$ cat src/rtl/bsc_pkg.sv
// Shared state types for the body bias search controller.
package bsc_pkg;
    typedef enum logic [1:0] {M_IDLE, M_PRE, M_RUN} meter_st_t;
    typedef enum logic {S_IDLE, S_WAIT} search_st_t;
endpackage

$ cat src/rtl/bsc_sync.sv
// Two-flop synchronizer for the asynchronous monitored node.
// Assumes the input is a level that stays stable for several cycles.
module bsc_sync (
    input  logic clk,
    input  logic rst_n,
    input  logic d_async,
    output logic d_sync
);
    logic meta_q;
    logic sync_q;

    // Two sampling stages to resolve metastability.
    always_ff @(posedge clk) begin
        if (!rst_n) begin
            meta_q <= 1'b0;
            sync_q <= 1'b0;
        end else begin
            meta_q <= d_async;
            sync_q <= meta_q;
        end
    end

    assign d_sync = sync_q;
endmodule

$ cat src/rtl/bsc_meter.sv
// One leakage measurement: presets the node, releases it and counts the
// sampling periods until the synchronized node reads flipped.
// Assumes PRE_CYC >= 3 so the synchronizer has flushed before counting.
module bsc_meter
    import bsc_pkg::*;
#(
    parameter int CNT_W      = 8,
    parameter int PRE_CYC    = 4,
    parameter int SAMPLE_DIV = 2
) (
    input  logic             clk,
    input  logic             rst_n,
    input  logic             go,
    input  logic             mode_chg,
    input  logic             node_s,
    output logic             precharge,
    output logic             rdy,
    output logic [CNT_W-1:0] count,
    output logic             sat
);
    localparam int PW = $clog2(PRE_CYC + 1);
    localparam int DW = $clog2(SAMPLE_DIV + 1);
    localparam logic [PW-1:0]    PRE_LAST = PW'(PRE_CYC - 1);
    localparam logic [DW-1:0]    DIV_LAST = DW'(SAMPLE_DIV - 1);
    localparam logic [CNT_W-1:0] CNT_MAX  = '1;

    meter_st_t        st;
    logic [PW-1:0]    pre_cnt;
    logic [DW-1:0]    div_cnt;
    logic [CNT_W-1:0] per_cnt;
    logic             flipped;

    // Polarity of a finished node: low when discharging, high when charging.
    always_comb flipped = mode_chg ? node_s : ~node_s;

    // Measurement sequencer: preset, release, periodic sampling.
    always_ff @(posedge clk) begin
        if (!rst_n) begin
            st      <= M_IDLE;
            pre_cnt <= '0;
            div_cnt <= '0;
            per_cnt <= '0;
            rdy     <= 1'b0;
            count   <= '0;
            sat     <= 1'b0;
        end else begin
            rdy <= 1'b0;
            case (st)
                M_IDLE: begin
                    if (go) begin
                        st      <= M_PRE;
                        pre_cnt <= '0;
                    end
                end
                M_PRE: begin
                    if (pre_cnt == PRE_LAST) begin
                        st      <= M_RUN;
                        div_cnt <= '0;
                        per_cnt <= '0;
                    end else begin
                        pre_cnt <= pre_cnt + PW'(1);
                    end
                end
                M_RUN: begin
                    if (div_cnt == DIV_LAST) begin
                        div_cnt <= '0;
                        if (flipped) begin
                            rdy   <= 1'b1;
                            count <= per_cnt;
                            sat   <= 1'b0;
                            st    <= M_IDLE;
                        end else if (per_cnt == CNT_MAX) begin
                            rdy   <= 1'b1;
                            count <= CNT_MAX;
                            sat   <= 1'b1;
                            st    <= M_IDLE;
                        end else begin
                            per_cnt <= per_cnt + CNT_W'(1);
                        end
                    end else begin
                        div_cnt <= div_cnt + DW'(1);
                    end
                end
                default: st <= M_IDLE;
            endcase
        end
    end

    assign precharge = (st == M_PRE);

    // the search never requests a measurement while one is running.
    a_r1_go_when_idle: assert property (@(posedge clk) disable iff (!rst_n)
        go |-> st == M_IDLE);
    // a result is only reported after the node has been released.
    a_r1_rdy_released: assert property (@(posedge clk) disable iff (!rst_n)
        rdy |-> !precharge && !$past(precharge));
    // a saturated result always carries the full-scale count.
    a_r6_sat_full: assert property (@(posedge clk) disable iff (!rst_n)
        (rdy && sat) |-> count == CNT_MAX);
endmodule

$ cat src/rtl/bsc_search.sv
// Hill-climbing search over the bias code with automatic range selection.
// Assumes one measurement result per request from the meter.
module bsc_search
    import bsc_pkg::*;
#(
    parameter int CODE_W     = 4,
    parameter int CNT_W      = 8,
    parameter int CAP_W      = 2,
    parameter int MIN_CNT    = 10,
    parameter int INIT_CODE  = 0,
    parameter int INIT_LEVEL = 1
) (
    input  logic              clk,
    input  logic              rst_n,
    input  logic              start,
    input  logic              meas_rdy,
    input  logic [CNT_W-1:0]  meas_cnt,
    input  logic              meas_sat,
    output logic              meas_go,
    output logic [CODE_W-1:0] bias_code,
    output logic [CAP_W-1:0]  cap_sel,
    output logic              gbias_en,
    output logic              done,
    output logic              limit,
    output logic [CNT_W-1:0]  best_count
);
    localparam int NCAP  = 1 << CAP_W;
    localparam int LVL_W = $clog2(NCAP + 1);
    localparam logic [LVL_W-1:0]  LVL_TOP  = LVL_W'(NCAP);
    localparam logic [LVL_W-1:0]  LVL_INIT = LVL_W'(INIT_LEVEL);
    localparam logic [CODE_W-1:0] CODE_MAX = '1;
    localparam logic [CODE_W-1:0] CODE_INI = CODE_W'(INIT_CODE);
    localparam logic [CNT_W-1:0]  CNT_MIN  = CNT_W'(MIN_CNT);

    search_st_t       st;
    logic [LVL_W-1:0] level;
    logic             moved_up;
    logic             moved_dn;
    logic             have_prev;
    logic [CNT_W-1:0] prev_cnt;
    logic             need_up;
    logic             need_dn;

    // Range decisions: saturation speeds up, a short count slows down.
    always_comb begin
        need_up = meas_sat && (level < LVL_TOP) && !moved_dn;
        need_dn = !meas_sat && (meas_cnt < CNT_MIN) && (level != '0) && !moved_up;
    end

    // Range level to capacitor select and gate boost.
    always_comb begin
        if (level < LVL_TOP) begin
            cap_sel  = CAP_W'(NCAP - 1) - CAP_W'(level);
            gbias_en = 1'b0;
        end else begin
            cap_sel  = '0;
            gbias_en = 1'b1;
        end
    end

    // Search sequencer: restart on range change, climb, stop on rise.
    always_ff @(posedge clk) begin
        if (!rst_n) begin
            st         <= S_IDLE;
            bias_code  <= CODE_INI;
            level      <= LVL_INIT;
            moved_up   <= 1'b0;
            moved_dn   <= 1'b0;
            have_prev  <= 1'b0;
            prev_cnt   <= '0;
            best_count <= '0;
            done       <= 1'b0;
            limit      <= 1'b0;
            meas_go    <= 1'b0;
        end else begin
            done    <= 1'b0;
            meas_go <= 1'b0;
            case (st)
                S_IDLE: begin
                    if (start) begin
                        bias_code <= CODE_INI;
                        level     <= LVL_INIT;
                        moved_up  <= 1'b0;
                        moved_dn  <= 1'b0;
                        have_prev <= 1'b0;
                        limit     <= 1'b0;
                        meas_go   <= 1'b1;
                        st        <= S_WAIT;
                    end
                end
                S_WAIT: begin
                    if (meas_rdy) begin
                        if (need_up) begin
                            level     <= level + LVL_W'(1);
                            moved_up  <= 1'b1;
                            bias_code <= CODE_INI;
                            have_prev <= 1'b0;
                            meas_go   <= 1'b1;
                        end else if (need_dn) begin
                            level     <= level - LVL_W'(1);
                            moved_dn  <= 1'b1;
                            bias_code <= CODE_INI;
                            have_prev <= 1'b0;
                            meas_go   <= 1'b1;
                        end else if (have_prev && (meas_cnt < prev_cnt)) begin
                            bias_code  <= bias_code - CODE_W'(1);
                            best_count <= prev_cnt;
                            done       <= 1'b1;
                            st         <= S_IDLE;
                        end else if (bias_code == CODE_MAX) begin
                            best_count <= meas_cnt;
                            limit      <= 1'b1;
                            done       <= 1'b1;
                            st         <= S_IDLE;
                        end else begin
                            prev_cnt  <= meas_cnt;
                            have_prev <= 1'b1;
                            bias_code <= bias_code + CODE_W'(1);
                            meas_go   <= 1'b1;
                        end
                    end
                end
                default: st <= S_IDLE;
            endcase
        end
    end

    // end-of-search pulse lasts a single cycle.
    a_r10_done_pulse: assert property (@(posedge clk) disable iff (!rst_n)
        done |=> !done);
    // results stay frozen while idle and no start arrives.
    a_r10_hold: assert property (@(posedge clk) disable iff (!rst_n)
        (st == S_IDLE && !start) |=> $stable(bias_code) && $stable(level)
            && $stable(limit) && $stable(best_count));
    // the code only moves by one step or back to the initial code.
    a_r4_code_step: assert property (@(posedge clk) disable iff (!rst_n)
        !$stable(bias_code) |-> (bias_code == $past(bias_code) + CODE_W'(1))
            || (bias_code == $past(bias_code) - CODE_W'(1))
            || (bias_code == CODE_INI));
    // a range change always comes with a restart at the initial code.
    a_r8_range_restart: assert property (@(posedge clk) disable iff (!rst_n)
        !$stable(level) |-> bias_code == CODE_INI);
    // a limit end reports the maximum code.
    a_r9_limit_max: assert property (@(posedge clk) disable iff (!rst_n)
        (done && limit) |-> bias_code == CODE_MAX);
endmodule

$ cat src/rtl/bias_search_ctrl.sv
// Top level: synchronizer, discharge-time meter and bias search.
// Assumes an external monitor node and bias generator that follow the outputs.
module bias_search_ctrl #(
    parameter int CODE_W     = 4,
    parameter int CNT_W      = 8,
    parameter int CAP_W      = 2,
    parameter int PRE_CYC    = 4,
    parameter int SAMPLE_DIV = 2,
    parameter int MIN_CNT    = 10,
    parameter int INIT_CODE  = 0,
    parameter int INIT_LEVEL = 1
) (
    input  logic              clk,
    input  logic              rst_n,
    input  logic              start,
    input  logic              mode_chg,
    input  logic              node_in,
    output logic              precharge,
    output logic [CAP_W-1:0]  cap_sel,
    output logic              gbias_en,
    output logic [CODE_W-1:0] bias_code,
    output logic              done,
    output logic              limit,
    output logic [CNT_W-1:0]  best_count
);
    logic             node_s;
    logic             meas_go;
    logic             meas_rdy;
    logic [CNT_W-1:0] meas_cnt;
    logic             meas_sat;

    bsc_sync u_sync (
        .clk     (clk),
        .rst_n   (rst_n),
        .d_async (node_in),
        .d_sync  (node_s)
    );

    bsc_meter #(
        .CNT_W      (CNT_W),
        .PRE_CYC    (PRE_CYC),
        .SAMPLE_DIV (SAMPLE_DIV)
    ) u_meter (
        .clk       (clk),
        .rst_n     (rst_n),
        .go        (meas_go),
        .mode_chg  (mode_chg),
        .node_s    (node_s),
        .precharge (precharge),
        .rdy       (meas_rdy),
        .count     (meas_cnt),
        .sat       (meas_sat)
    );

    bsc_search #(
        .CODE_W     (CODE_W),
        .CNT_W      (CNT_W),
        .CAP_W      (CAP_W),
        .MIN_CNT    (MIN_CNT),
        .INIT_CODE  (INIT_CODE),
        .INIT_LEVEL (INIT_LEVEL)
    ) u_search (
        .clk        (clk),
        .rst_n      (rst_n),
        .start      (start),
        .meas_rdy   (meas_rdy),
        .meas_cnt   (meas_cnt),
        .meas_sat   (meas_sat),
        .meas_go    (meas_go),
        .bias_code  (bias_code),
        .cap_sel    (cap_sel),
        .gbias_en   (gbias_en),
        .done       (done),
        .limit      (limit),
        .best_count (best_count)
    );
endmodule

$ cat config.mk
export PLATFORM = sky130hd
export DESIGN_NAME = bias_search_ctrl
export DESIGN_NICKNAME = d
export VERILOG_FILES = /design/src/rtl/bsc_pkg.sv /design/src/rtl/bsc_sync.sv /design/src/rtl/bsc_meter.sv /design/src/rtl/bsc_search.sv /design/src/rtl/bias_search_ctrl.sv
export SDC_FILE = /design/constraint.sdc
export NUM_CORES = 1
export LEC_CHECK = 0
export BUFFER_PORTS_ARGS = -buffer_cell sky130_fd_sc_hd__buf_2
export CORE_ASPECT_RATIO = 0.9
export CORE_MARGIN = 2
export CORE_UTILIZATION = 40
export DETAILED_ROUTE_END_ITERATION = 6
export GPL_ROUTABILITY_DRIVEN = 0
export SLEW_MARGIN = 20
export SYNTH_ARGS = -nofsm -noshare
export SYNTH_HDL_FRONTEND = slang
export SYNTH_SLANG_ARGS = --single-unit
$ cat constraint.sdc
create_clock -name clk -period 3.4 [get_ports clk]
set_clock_uncertainty 0.15 [all_clocks]
set_input_delay 0.51 -clock clk [delete_from_list [all_inputs] [get_ports clk]]
set_output_delay 0.51 -clock clk [all_outputs]
set_load 0.05 [all_outputs]
==> impl_metrics.json <==
{
  "outcome": "finished clean",
  "grt_antenna_before_repair": 0,
  "synth_cell_type_count": 56,
  "cts_max_level": 3,
  "wire_per_inst_um": 12.7,
  "initial_core_util": 0.412,
  "async_flop_share": 0,
  "layout.nets": 366,
  "vias": 2245,
  "slew_viol_final": 0,
  "setup-tns-final_ns": 0,
  "clk_pin_slew_ns": 0.06,
  "synth-edff-count": 0,
  "cts_setup_buffers": 0,
  "cts_hold_buf": 0,
  "num_antenna_cells": 0,
  "mostFrequentLayoutCell": "dfxtp_1",
  "yosys_warnings": 0,
  "ys_seq_elements": 57,
  "cts-root-buf": "clkbuf_8",
  "vias_per_cell": 5.08,
  "pin_count": 23,
  "peakVddDrop_mv": 0.237,
  "io_buffers": 22,
  "hp-class": "in -> reg",
  "r2r_slack_ns": 0.40,
  "postSynthAreaPerCell_sq_um": 9.07,
  "finalHoldViolCount": 0,
  "drc_errors": 0,
  "crit_fanout": 7,
  "finalCritPeriodShare": 0.882,
  "synth-seq-area-share": 0.393,
  "clock.fmax_mhz": 334,
  "core_sq_um": 7040,
  "cts_buffers": 9,
  "grt_pass1_vias": 2094,
  "crit_required_ns": 3.46,
  "syn_inst": 320,
  "firstDrtPassIters": 5,
  "overflow": 0,
  "cts_tree": "done",
  "area_growth_pct": 12.2,
  "critPathKind": "reg -> reg",
  "grt_pass1_wl_mm": 9.82,
  "dieArea_sq_um": 7950,
  "grt_max_degree": 32,
  "post-dp-hpwl_mm": 4.03,
  "fin_crit_ns": 3.00,
  "antenna_left": 0,
  "routed_wl_mm": 5.63,
  "startpoint_type": "flop",
  "power_mw": 1.33,
  "final_cell_mix": "dfxtp_1 (57), nand2_1 (43), buf_2 (22)",
  "num_rows": 29,
  "die_y_um": 84.8,
  "syn-num-nets": 342,
  "cts_resized": 0,
  "maxCapViolations": 0,
  "reg2reg_depth": 12,
  "endpoint_kind": "flop",
  "crit_arrival_ns": 3.06,
  "grtUsageTotal": 0.156,
  "leakage_nw": 1.19,
  "insertion_delay_ns": 0.33,
  "worstHoldPathCells": 2,
  "drive_above_1_share": 0.152,
  "setup-violations-final": 0,
  "rsz0062_at_grt": "false",
  "drtIter0Drc": 91,
  "synth_ff_type": "dfxtp_1",
  "cts_sinks": 57,
  "relSlewSlack": 0.608,
  "die_w_um": 93.8,
  "netlist_area_sq_um": 2900,
  "power_density_nw_per_um2": 409,
  "clk_path_buf_depth": 2,
  "worst-slew-pin-transition_ns": 0.586
}
[logic make-up after synthesis]
group | Yosys count | share of synthesized area
flip-flops | 57 | 0.393
XOR/XNOR | 10 | 0.0328
adder cells (fa/ha/maj) | 17 | 0.0785
AND/OR/NAND/NOR | 112 | 0.202
multiplexers | 17 | 0.0586
buffers and inverters | 32 | 0.0479
AO/OA/AOI/OAI | 75 | 0.187
[synth_stat cells, drive strengths merged (5+ instances only)]
master	n	area share
a21boi	13	0.036
a21oi	8	0.014
and2	7	0.015
clkbuf	9	0.012
dfxtp	57	0.39
ha	15	0.065
inv	21	0.027
mux2i	17	0.059
nand2	44	0.058
nand2b	5	0.011
nand3	10	0.017
nand4	6	0.013
nor2	18	0.026
nor2b	6	0.014
o21ai	25	0.047
o2bb2ai	8	0.024
xor2	7	0.024
[worst max-delay path, cell delays in order, from the launching register on]
cell,delay (ns)
dfxtp_1,0.44
ha_1,0.30
a21oi_1,0.16
a21boi_1,0.08
or4b_4,0.55
nor2_4,0.18
ha_1,0.25
a21o_1,0.17
a21o_1,0.19
nand2_1,0.08
o21ai_0,0.09
o21ai_0,0.09
o221ai_1,0.13
[flip-flops by register name, summed over array words and instances, names as in the netlist, 2 cells and up]
register	count
u_meter.count	8
u_meter.div_cnt	2
u_meter.per_cnt	8
u_meter.pre_cnt	3
u_meter.st	2
u_search.best_count	8
u_search.bias_code	4
u_search.level	3
u_search.prev_cnt	8
[metal layers]
metal	up-vias	track usage	routed length [um]	part of all wire
met1	1034	0.202	2830	0.50
met4	0	0.0501	71	0.013
met2	32	0.240	2500	0.44
met3	12	0.0592	221	0.039
met5	-	0	0	0
li1	1167	-	-	-
[report_power, final]
| part | total [mW] | internal [mW] | switching, mW | leakage (nW) |
|---|---|---|---|---|
| Sequential | 0.685 | 0.676 | 0.00887 | 0.461 |
| Clock | 0.560 | 0.301 | 0.260 | 0.0932 |
| Combinational | 0.0871 | 0.0306 | 0.0565 | 0.638 |
[worst paths after layout]
path	from	end
max	u_meter.count[6]	u_search.bias_code[3]
min	node_in	u_sync.meta_q
max reg2reg	u_meter.count[6]	u_search.bias_code[3]
min reg2reg	u_sync.meta_q	u_sync.d_sync
[layout make-up]
class	instances	area [sq um]
clock buffers	13	159
clock inverters	3	15.0
fillers	720	3780
inverters	21	78.8
multi-input cells	231	1620
flip-flops and latches	57	1140
well taps	93	116
repair buffers	24	125
[metrics by stage]
stage / hold WS [ns] / std cells / util / worst slack, ns / area [sq um]
final: 0.229 / 442 / 0.463 / 0.402 / 3260
after global routing: 0.218 / 442 / 0.463 / 0.214 / 3260
after CTS: 0.217 / 442 / 0.463 / 0.410 / 3260
after detailed placement: 0.269 / 426 / 0.438 / 0.423 / 3080
after global placement: 0.262 / 426 / 0.438 / 0.467 / 3080
after floorplan: 0.262 / 320 / - / 0.433 / 2900
Note: power is estimated with default switching activity, not from simulation.
